`config.mk`:
```
export PLATFORM = sky130hd
export DESIGN_NAME = tagged_tlb
export DESIGN_NICKNAME = d
export VERILOG_FILES = /design/src/rtl/ttlb_pkg.sv /design/src/rtl/tlb_victim.sv /design/src/rtl/tlb_entry_array.sv /design/src/rtl/tlb_region.sv /design/src/rtl/tagged_tlb.sv
export SDC_FILE = /design/constraint.sdc
export NUM_CORES = 2
export LEC_CHECK = 0
export ABC_AREA = 1
export BUFFER_PORTS_ARGS = -buffer_cell sky130_fd_sc_hd__buf_2
export CAP_MARGIN = 20
export CORE_MARGIN = 2
export CORE_UTILIZATION = 60
export DETAILED_ROUTE_END_ITERATION = 10
export GPL_TIMING_DRIVEN = 1
export PLACE_DENSITY = 0.77
export SKIP_LAST_GASP = 1
export SYNTH_ARGS = -nofsm -noshare
export SYNTH_HDL_FRONTEND = slang
export SYNTH_SLANG_ARGS = --single-unit
```
`constraint.sdc`:
```
create_clock -name clk -period 6.35 [get_ports clk]
set_clock_uncertainty 0.1 [all_clocks]
set_input_delay 0.635 -clock clk [delete_from_list [all_inputs] [get_ports clk]]
set_output_delay 0.635 -clock clk [all_outputs]
set_load 0.05 [all_outputs]
```
`src/rtl/ttlb_pkg.sv`:
```
package ttlb_pkg;
    localparam int VPN_W    = 20;
    localparam int PPN_W    = 20;
    localparam int ASID_W   = 8;
    localparam int ENTRIES  = 16;
    localparam int IDX_W    = $clog2(ENTRIES);
    localparam int REGION_W = 3;
    localparam int WIN_W    = VPN_W - REGION_W;

    localparam logic [REGION_W-1:0] SEG_DIRECT_CACHED   = 3'b100;
    localparam logic [REGION_W-1:0] SEG_DIRECT_UNCACHED = 3'b101;

    typedef struct packed {
        logic              valid;
        logic              glob;
        logic [ASID_W-1:0] asid;
        logic [VPN_W-1:0]  vpn;
        logic [PPN_W-1:0]  ppn;
        logic              cached;
    } tlb_entry_t;

    typedef struct packed {
        logic             valid;
        logic             hit;
        logic             addr_err;
        logic [PPN_W-1:0] ppn;
        logic             cached;
    } tlb_rsp_t;
endpackage

```
`src/rtl/tlb_victim.sv`:
```
module tlb_victim
    import ttlb_pkg::*;
#(
    parameter int N = ENTRIES,
    localparam int IW = $clog2(N)
) (
    input  logic          clk,
    input  logic          rst_n,
    input  logic          wired_we,
    input  logic [IW-1:0] wired_wdata,
    output logic [IW-1:0] rnd_idx,
    output logic [IW-1:0] wired_idx
);
    localparam logic [IW-1:0] TOP_IDX = IW'(N - 1);

    typedef struct packed {
        logic [IW-1:0] wired;
        logic [IW-1:0] rnd;
    } vic_state_t;

    vic_state_t st_d, st_q;

    always_comb begin
        st_d = st_q;
        if (wired_we) begin
            st_d.wired = wired_wdata;
            st_d.rnd   = TOP_IDX;
        end else if (st_q.rnd <= st_q.wired) begin
            st_d.rnd = TOP_IDX;
        end else begin
            st_d.rnd = st_q.rnd - 1'b1;
        end
    end

    always_ff @(posedge clk or negedge rst_n) begin
        if (!rst_n) begin
            st_q.wired <= '0;
            st_q.rnd   <= TOP_IDX;
        end else begin
            st_q <= st_d;
        end
    end

    assign rnd_idx   = st_q.rnd;
    assign wired_idx = st_q.wired;
endmodule

```
`src/rtl/tlb_entry_array.sv`:
```
module tlb_entry_array
    import ttlb_pkg::*;
#(
    parameter int N = ENTRIES,
    localparam int IW = $clog2(N)
) (
    input  logic              clk,
    input  logic              rst_n,
    input  logic              wr_en,
    input  logic [IW-1:0]     wr_idx,
    input  tlb_entry_t        wr_entry,
    input  logic              inv_en,
    input  logic [ASID_W-1:0] inv_tag,
    input  logic [VPN_W-1:0]  cmp_vpn,
    input  logic [ASID_W-1:0] cmp_tag,
    output logic              hit,
    output logic [PPN_W-1:0]  hit_ppn,
    output logic              hit_cached
);
    tlb_entry_t [N-1:0] ent_d, ent_q;
    logic       [N-1:0] match_vec;

    // one comparator per entry
    for (genvar g = 0; g < N; g++) begin : g_cmp
        assign match_vec[g] = ent_q[g].valid
                            && (ent_q[g].vpn == cmp_vpn)
                            && (ent_q[g].glob || (ent_q[g].asid == cmp_tag));
    end

    // lowest matching index wins
    always_comb begin
        hit        = |match_vec;
        hit_ppn    = '0;
        hit_cached = 1'b0;
        for (int i = N - 1; i >= 0; i--) begin
            if (match_vec[i]) begin
                hit_ppn    = ent_q[i].ppn;
                hit_cached = ent_q[i].cached;
            end
        end
    end

    // invalidation first, then the fill overrides its own slot
    always_comb begin
        ent_d = ent_q;
        if (inv_en) begin
            for (int i = 0; i < N; i++) begin
                if (!ent_q[i].glob && (ent_q[i].asid == inv_tag)) begin
                    ent_d[i].valid = 1'b0;
                end
            end
        end
        if (wr_en) begin
            ent_d[wr_idx] = wr_entry;
        end
    end

    always_ff @(posedge clk or negedge rst_n) begin
        if (!rst_n) begin
            ent_q <= '0;
        end else begin
            ent_q <= ent_d;
        end
    end
endmodule

```
`src/rtl/tlb_region.sv`:
```
module tlb_region
    import ttlb_pkg::*;
(
    input  logic             super_mode,
    input  logic [VPN_W-1:0] vpn,
    output logic             bypass,
    output logic             bypass_cached,
    output logic [PPN_W-1:0] bypass_ppn,
    output logic             addr_err
);
    logic [REGION_W-1:0] seg;

    always_comb begin
        seg           = vpn[VPN_W-1 -: REGION_W];
        addr_err      = !super_mode && vpn[VPN_W-1];
        bypass        = super_mode && ((seg == SEG_DIRECT_CACHED) || (seg == SEG_DIRECT_UNCACHED));
        bypass_cached = (seg == SEG_DIRECT_CACHED);
        bypass_ppn    = PPN_W'(vpn[WIN_W-1:0]);
    end
endmodule

```
`src/rtl/tagged_tlb.sv`:
```
module tagged_tlb
    import ttlb_pkg::*;
(
    input  logic              clk,
    input  logic              rst_n,
    input  logic              lk_req,
    input  logic              lk_super,
    input  logic [VPN_W-1:0]  lk_vpn,
    input  logic              asid_we,
    input  logic [ASID_W-1:0] asid_wdata,
    input  logic              wired_we,
    input  logic [IDX_W-1:0]  wired_wdata,
    input  logic              fill_we,
    input  logic              fill_use_random,
    input  logic [IDX_W-1:0]  fill_index,
    input  logic [VPN_W-1:0]  fill_vpn,
    input  logic [ASID_W-1:0] fill_asid,
    input  logic              fill_global,
    input  logic [PPN_W-1:0]  fill_ppn,
    input  logic              fill_cached,
    input  logic              inv_req,
    input  logic [ASID_W-1:0] inv_asid,
    output logic [IDX_W-1:0]  random_idx,
    output logic              rsp_valid,
    output logic              rsp_hit,
    output logic              rsp_addr_err,
    output logic [PPN_W-1:0]  rsp_ppn,
    output logic              rsp_cached
);
    typedef struct packed {
        logic [ASID_W-1:0] asid;
        tlb_rsp_t          rsp;
    } top_state_t;

    top_state_t st_d, st_q;

    logic [IDX_W-1:0] wired_idx;
    logic [IDX_W-1:0] wr_idx;
    tlb_entry_t       wr_entry;
    logic             tbl_hit;
    logic [PPN_W-1:0] tbl_ppn;
    logic             tbl_cached;
    logic             seg_bypass;
    logic             seg_cached;
    logic [PPN_W-1:0] seg_ppn;
    logic             seg_err;

    tlb_victim #(.N(ENTRIES)) u_victim (
        .clk         (clk),
        .rst_n       (rst_n),
        .wired_we    (wired_we),
        .wired_wdata (wired_wdata),
        .rnd_idx     (random_idx),
        .wired_idx   (wired_idx)
    );

    always_comb begin
        wr_idx          = fill_use_random ? random_idx : fill_index;
        wr_entry.valid  = 1'b1;
        wr_entry.glob   = fill_global;
        wr_entry.asid   = fill_asid;
        wr_entry.vpn    = fill_vpn;
        wr_entry.ppn    = fill_ppn;
        wr_entry.cached = fill_cached;
    end

    tlb_entry_array #(.N(ENTRIES)) u_array (
        .clk        (clk),
        .rst_n      (rst_n),
        .wr_en      (fill_we),
        .wr_idx     (wr_idx),
        .wr_entry   (wr_entry),
        .inv_en     (inv_req),
        .inv_tag    (inv_asid),
        .cmp_vpn    (lk_vpn),
        .cmp_tag    (st_q.asid),
        .hit        (tbl_hit),
        .hit_ppn    (tbl_ppn),
        .hit_cached (tbl_cached)
    );

    tlb_region u_region (
        .super_mode    (lk_super),
        .vpn           (lk_vpn),
        .bypass        (seg_bypass),
        .bypass_cached (seg_cached),
        .bypass_ppn    (seg_ppn),
        .addr_err      (seg_err)
    );

    always_comb begin
        st_d     = st_q;
        st_d.rsp = '0;
        if (asid_we) begin
            st_d.asid = asid_wdata;
        end
        if (lk_req) begin
            st_d.rsp.valid = 1'b1;
            if (seg_err) begin
                st_d.rsp.addr_err = 1'b1;
            end else if (seg_bypass) begin
                st_d.rsp.hit    = 1'b1;
                st_d.rsp.ppn    = seg_ppn;
                st_d.rsp.cached = seg_cached;
            end else if (tbl_hit) begin
                st_d.rsp.hit    = 1'b1;
                st_d.rsp.ppn    = tbl_ppn;
                st_d.rsp.cached = tbl_cached;
            end
        end
    end

    always_ff @(posedge clk or negedge rst_n) begin
        if (!rst_n) begin
            st_q <= '0;
        end else begin
            st_q <= st_d;
        end
    end

    assign rsp_valid    = st_q.rsp.valid;
    assign rsp_hit      = st_q.rsp.hit;
    assign rsp_addr_err = st_q.rsp.addr_err;
    assign rsp_ppn      = st_q.rsp.ppn;
    assign rsp_cached   = st_q.rsp.cached;
endmodule

```
Yosys cells after proc, flatten, opt, wreduce, memory -nomap -nowiden
Cells that the tools add are included.
Storage, ports and cells
  flip-flop bits (word level): 856
  bits of input ports: 103
  output and inout port bits: 28
  logic and storage cells: 323
Cells by class
  add/sub/neg operators: 1
  $lt $le $gt $ge: 3
  equality and inequality tests: 50
  muxes and demuxes: 79
  reduce and logical (&&, ||, !) cells: 86
Operators by type and width (number)
  816-bit bitwise mux: 1
  816-bit 2-to-1 mux: 1
  20-bit equality test: 16
  20-bit 2-to-1 mux: 16
  8-bit equality test: 32
  51-bit demux with 4-bit select: 1
  21-bit 2-to-1 mux: 3
  1-bit 2-to-1 mux: 52
  1-bit logical AND: 51
  51-bit 2-to-1 mux: 1
  24-bit 2-to-1 mux: 1
  1-bit logical NOT: 17
  1-bit logical OR: 17
  16-bit OR reduction: 1
  4-bit 2-to-1 mux: 3
  3-bit equality test (second input constant): 2
  4-bit by 5-bit less-than comparator with 1-bit output (second input constant): 1
  4-bit by 1-bit greater-or-equal comparator with 1-bit output (second input constant): 1
  4-bit less-or-equal comparator: 1
  4-bit by 1-bit subtractor with 4-bit output (second input constant): 1

Longest topological paths before layout
  word-level depth: 23
  depth in mapped cells: 30
  gate-level depth less buffers: 28

Modules after synthesis
A second synthesis with hierarchy kept.
Unflattened totals
  cells, all modules: 5602
  area total of the unflattened synthesis: 43334.1 um^2
By module, submodules not included
  tlb_entry_array: instances 1, cells each 5354, area an instance 41187.0 um^2, seq. area each 20419.6 um^2
  tagged_tlb: instances 1, cells each 168, area an instance 1525.2 um^2, seq. area each 800.8 um^2
  tlb_victim: instances 1, cells each 52, area an instance 441.7 um^2, seq. area each 205.2 um^2
  tlb_region: instances 1, cells each 28, area an instance 180.2 um^2, seq. area each 0.0 um^2

Least setup slack after synthesis
OpenSTA, ideal clock, no wires.
  kind: input to register
  from: input port lk_vpn[11]
  to: register st_q (netlist bit rsp_ppn[10])
  library setup time: 136 ps
  arrival time: 2587 ps
  data required time: 6114 ps
  setup slack: 3526 ps
  stages: 17
  path buffers: 5
  cell sequence: buf_4 inv_2 buf_6 buf_6 o21ai_1 nor4_2 nand3_2 inv_2 or2_1 buf_4 nor3_1 nand3_2 nand2_4 buf_4 nor2_1 nand2_1 a21oi_1
RTL lines
  start: declaration: RTL line tagged_tlb.sv:8  | input logic [VPN_W-1:0] lk_vpn,
  end signal: assignment: RTL line tagged_tlb.sv:117  | st_q <= st_d;
  end: declaration: RTL line tagged_tlb.sv:35  | top_state_t st_d, st_q;

==> results.toml <==
[sta]
whs_ns = -0.0394
fin_ws_ns = 1.13
rsz0062_at_grt = "no"
tightest_slew_ns = 1.24
relSlewSlack_pct = 17.6
finalHoldViolCount = 10
slew_viol_final = 0
setup_violations = 0
post-route-period-util_pct = 82.3
period_needed_ns = 5.22
tns_ns = 0
max_freq_ghz = 0.191

[critical_path]
crit_chain = "buf_2 > clkinv_1 > nand2_1 > nand4_1 > nor4_1 > nand4_1 > nor2_4 > nor4_1 > nand3_2 > o21ai_0 > inv_1 > o21ai_0 > a21oi_1"
path_max_fanout = 41
r2r_slack_ns = 1.40
r2r_end = "rsp_cached"
cp_slowest_cell = "clkinv_1"
reg2reg_from = "st_q[26]"
worst_path_largest_cell_delay_ns = 0.90
reg2reg_depth = 13
critPathCaptureType = "flop"
critPathBufInv = 3
worst_setup_path_start_kind = "input pin"
required_ns = 6.81
arrival_ns = 5.68
cp_top_family = "simple AND/OR/NAND/NOR gates"
crit_type = "in2reg"

[die]
io-pin-count = 131
die_y_um = 269
rows = 97
start_util_pct = 60.5
core_region_area_sq_um = 69900
die_x_um = 269
dieArea_sq_um = 72600

[logic_synthesis]
synth_nets = 5371
synthArstFlopShare_pct = 100
ys_seq_elements = 856
syn_area_per_cell_sq_um = 8.03
netlist_area_sq_um = 42300
yosysUniqueCellTypes = 62
ys.flop_type = "dfrtp_1"
yosys_warnings = 0
netlist_instances = 5263
synth_edf_count = 0
seq_area_frac_synth_pct = 50.7

[min_path]
worstHoldPathType = "in2async"

[pwr]
power.density_nw_per_um2 = 358
peakVddDrop_uv = 209
p_leak_nw = 22.2

[clock_tree]
cts_tree = "done"
clk_latency_ns = 0.66
clk_pin_slew_worst_paths_ns = 0.06
clock_path_buffers = 3
cts-hold-fix-buffers = 0
postCtsSetupBuffers = 0
htree_num_levels = 3
clock-sinks = 856
cts-resized-gates = 0
cts-root-buf = "clkbuf_16"
numCtsBuffers = 89

[place]
dpl.hpwl_mm = 84.9
gp_congestion = 0.920
placedCellCount = 5970
io_buffers = 130
post-place-ws_ns = 0.894

[finish]
area_growth_pct = 8.55
final_cell_mix = "nand2_1, o21ai_0, dfrtp_1, nor2_1, inv_1"
drive_gt1_share_pct = 8.46
layout.nets = 5234
num-fill-cells = 5800
final_common_cell = "nand2_1"
layoutNonFillerInstCount = 6142
fin_util_pct = 65.6

[routing]
drt_wl_total_mm = 139
drc_errors = 0
routedWlPerCell_um = 22.6
firstDrtPassIters = 7
antenna_left = 0
viasPerCell = 6.09
vias = 37400
drt_iter0_drc = 5335

[grt]
antenna_found_initial = 3
grt_pass1_vias = 34500
grt_max_degree = 171
grt_usage_pct = 38.0
grt_pass1_wl_mm = 211
grt_overflow = 0

[job]
drv_cap = 0

[run_status]
violations = "hold timing"
status = "finished, violations left"
per-stage QoR:
stage	hold slack (ns)	power, mW	instance area (sq um)
2_1_floorplan	0.239	9.82	42300
3_3_place_gp	0.359	10.7	42700
3_5_place_dp	0.366	10.9	42700
4_1_cts	0.0101	16.3	45700
5_1_grt	0.0175	17.2	45900
6_report	-0.0394	16.4	45900
cell type report:
type / count / area (sq um) / area share [%]
diodes: 3 / 7.51 / 0.0164
inverters: 258 / 968 / 2.11
multi-input cells: 3746 / 18100 / 39.4
repair buffers: 175 / 1180 / 2.57
clock inverters: 33 / 350 / 0.764
well taps: 940 / 1180 / 2.56
clock buffers: 131 / 2700 / 5.89
flip-flops and latches: 856 / 21400 / 46.7
synth_stat cells (all sizes together) (55+ instances only):
library cell,number,area (sq um)
xnor2,161,1410
xor2,70,613
nor2,267,1040
a21oi,161,806
inv,255,957
clkbuf,267,1000
nand3,65,335
buf,136,938
o21ai,917,4590
nand2,1754,6600
dfrtp,852,21300
o22ai,55,344
per-layer routing:
layer,GRT usage (%),part of all wire (%)
met5,0.921,0.076
met4,19.2,5.8
met3,9.40,12
met2,56.3,43
met1,52.2,39
worst max path at each step:
stage | startpoint | endpoint | slack, ns | cells after the start
after CTS | st_q[26] | rsp_cached | 1.54 | 13
after detailed placement | lk_vpn[19] | rsp_ppn[17] | 0.89 | 13
after global routing | lk_vpn[19] | rsp_ppn[9] | 1.08 | 20
final | lk_vpn[19] | rsp_cached | 1.13 | 13
after floorplan | lk_vpn[11] | rsp_ppn[10] | 3.53 | 17
after global placement | lk_vpn[19] | rsp_cached | 0.91 | 13
power breakdown:
group	internal, mW	leakage [nW]	switching [mW]
registers	6.81	11.0	1.10
clock network	3.23	1.53	2.25
logic	1.22	9.67	1.81
total	11.3	22.2	5.16
cell families after synthesis:
group	count (synthesis)	share of synthesized area, %
buffers and inverters	661	6.89
adder cells (fa/ha/maj)	5	0.148
AND/OR/NAND/NOR	2248	21.3
AO/OA/AOI/OAI	1261	16.2
multiplexers	1	0.0237
XOR/XNOR	231	4.79
flip-flops	856	50.7
Note: power is estimated with default switching activity, not from simulation.
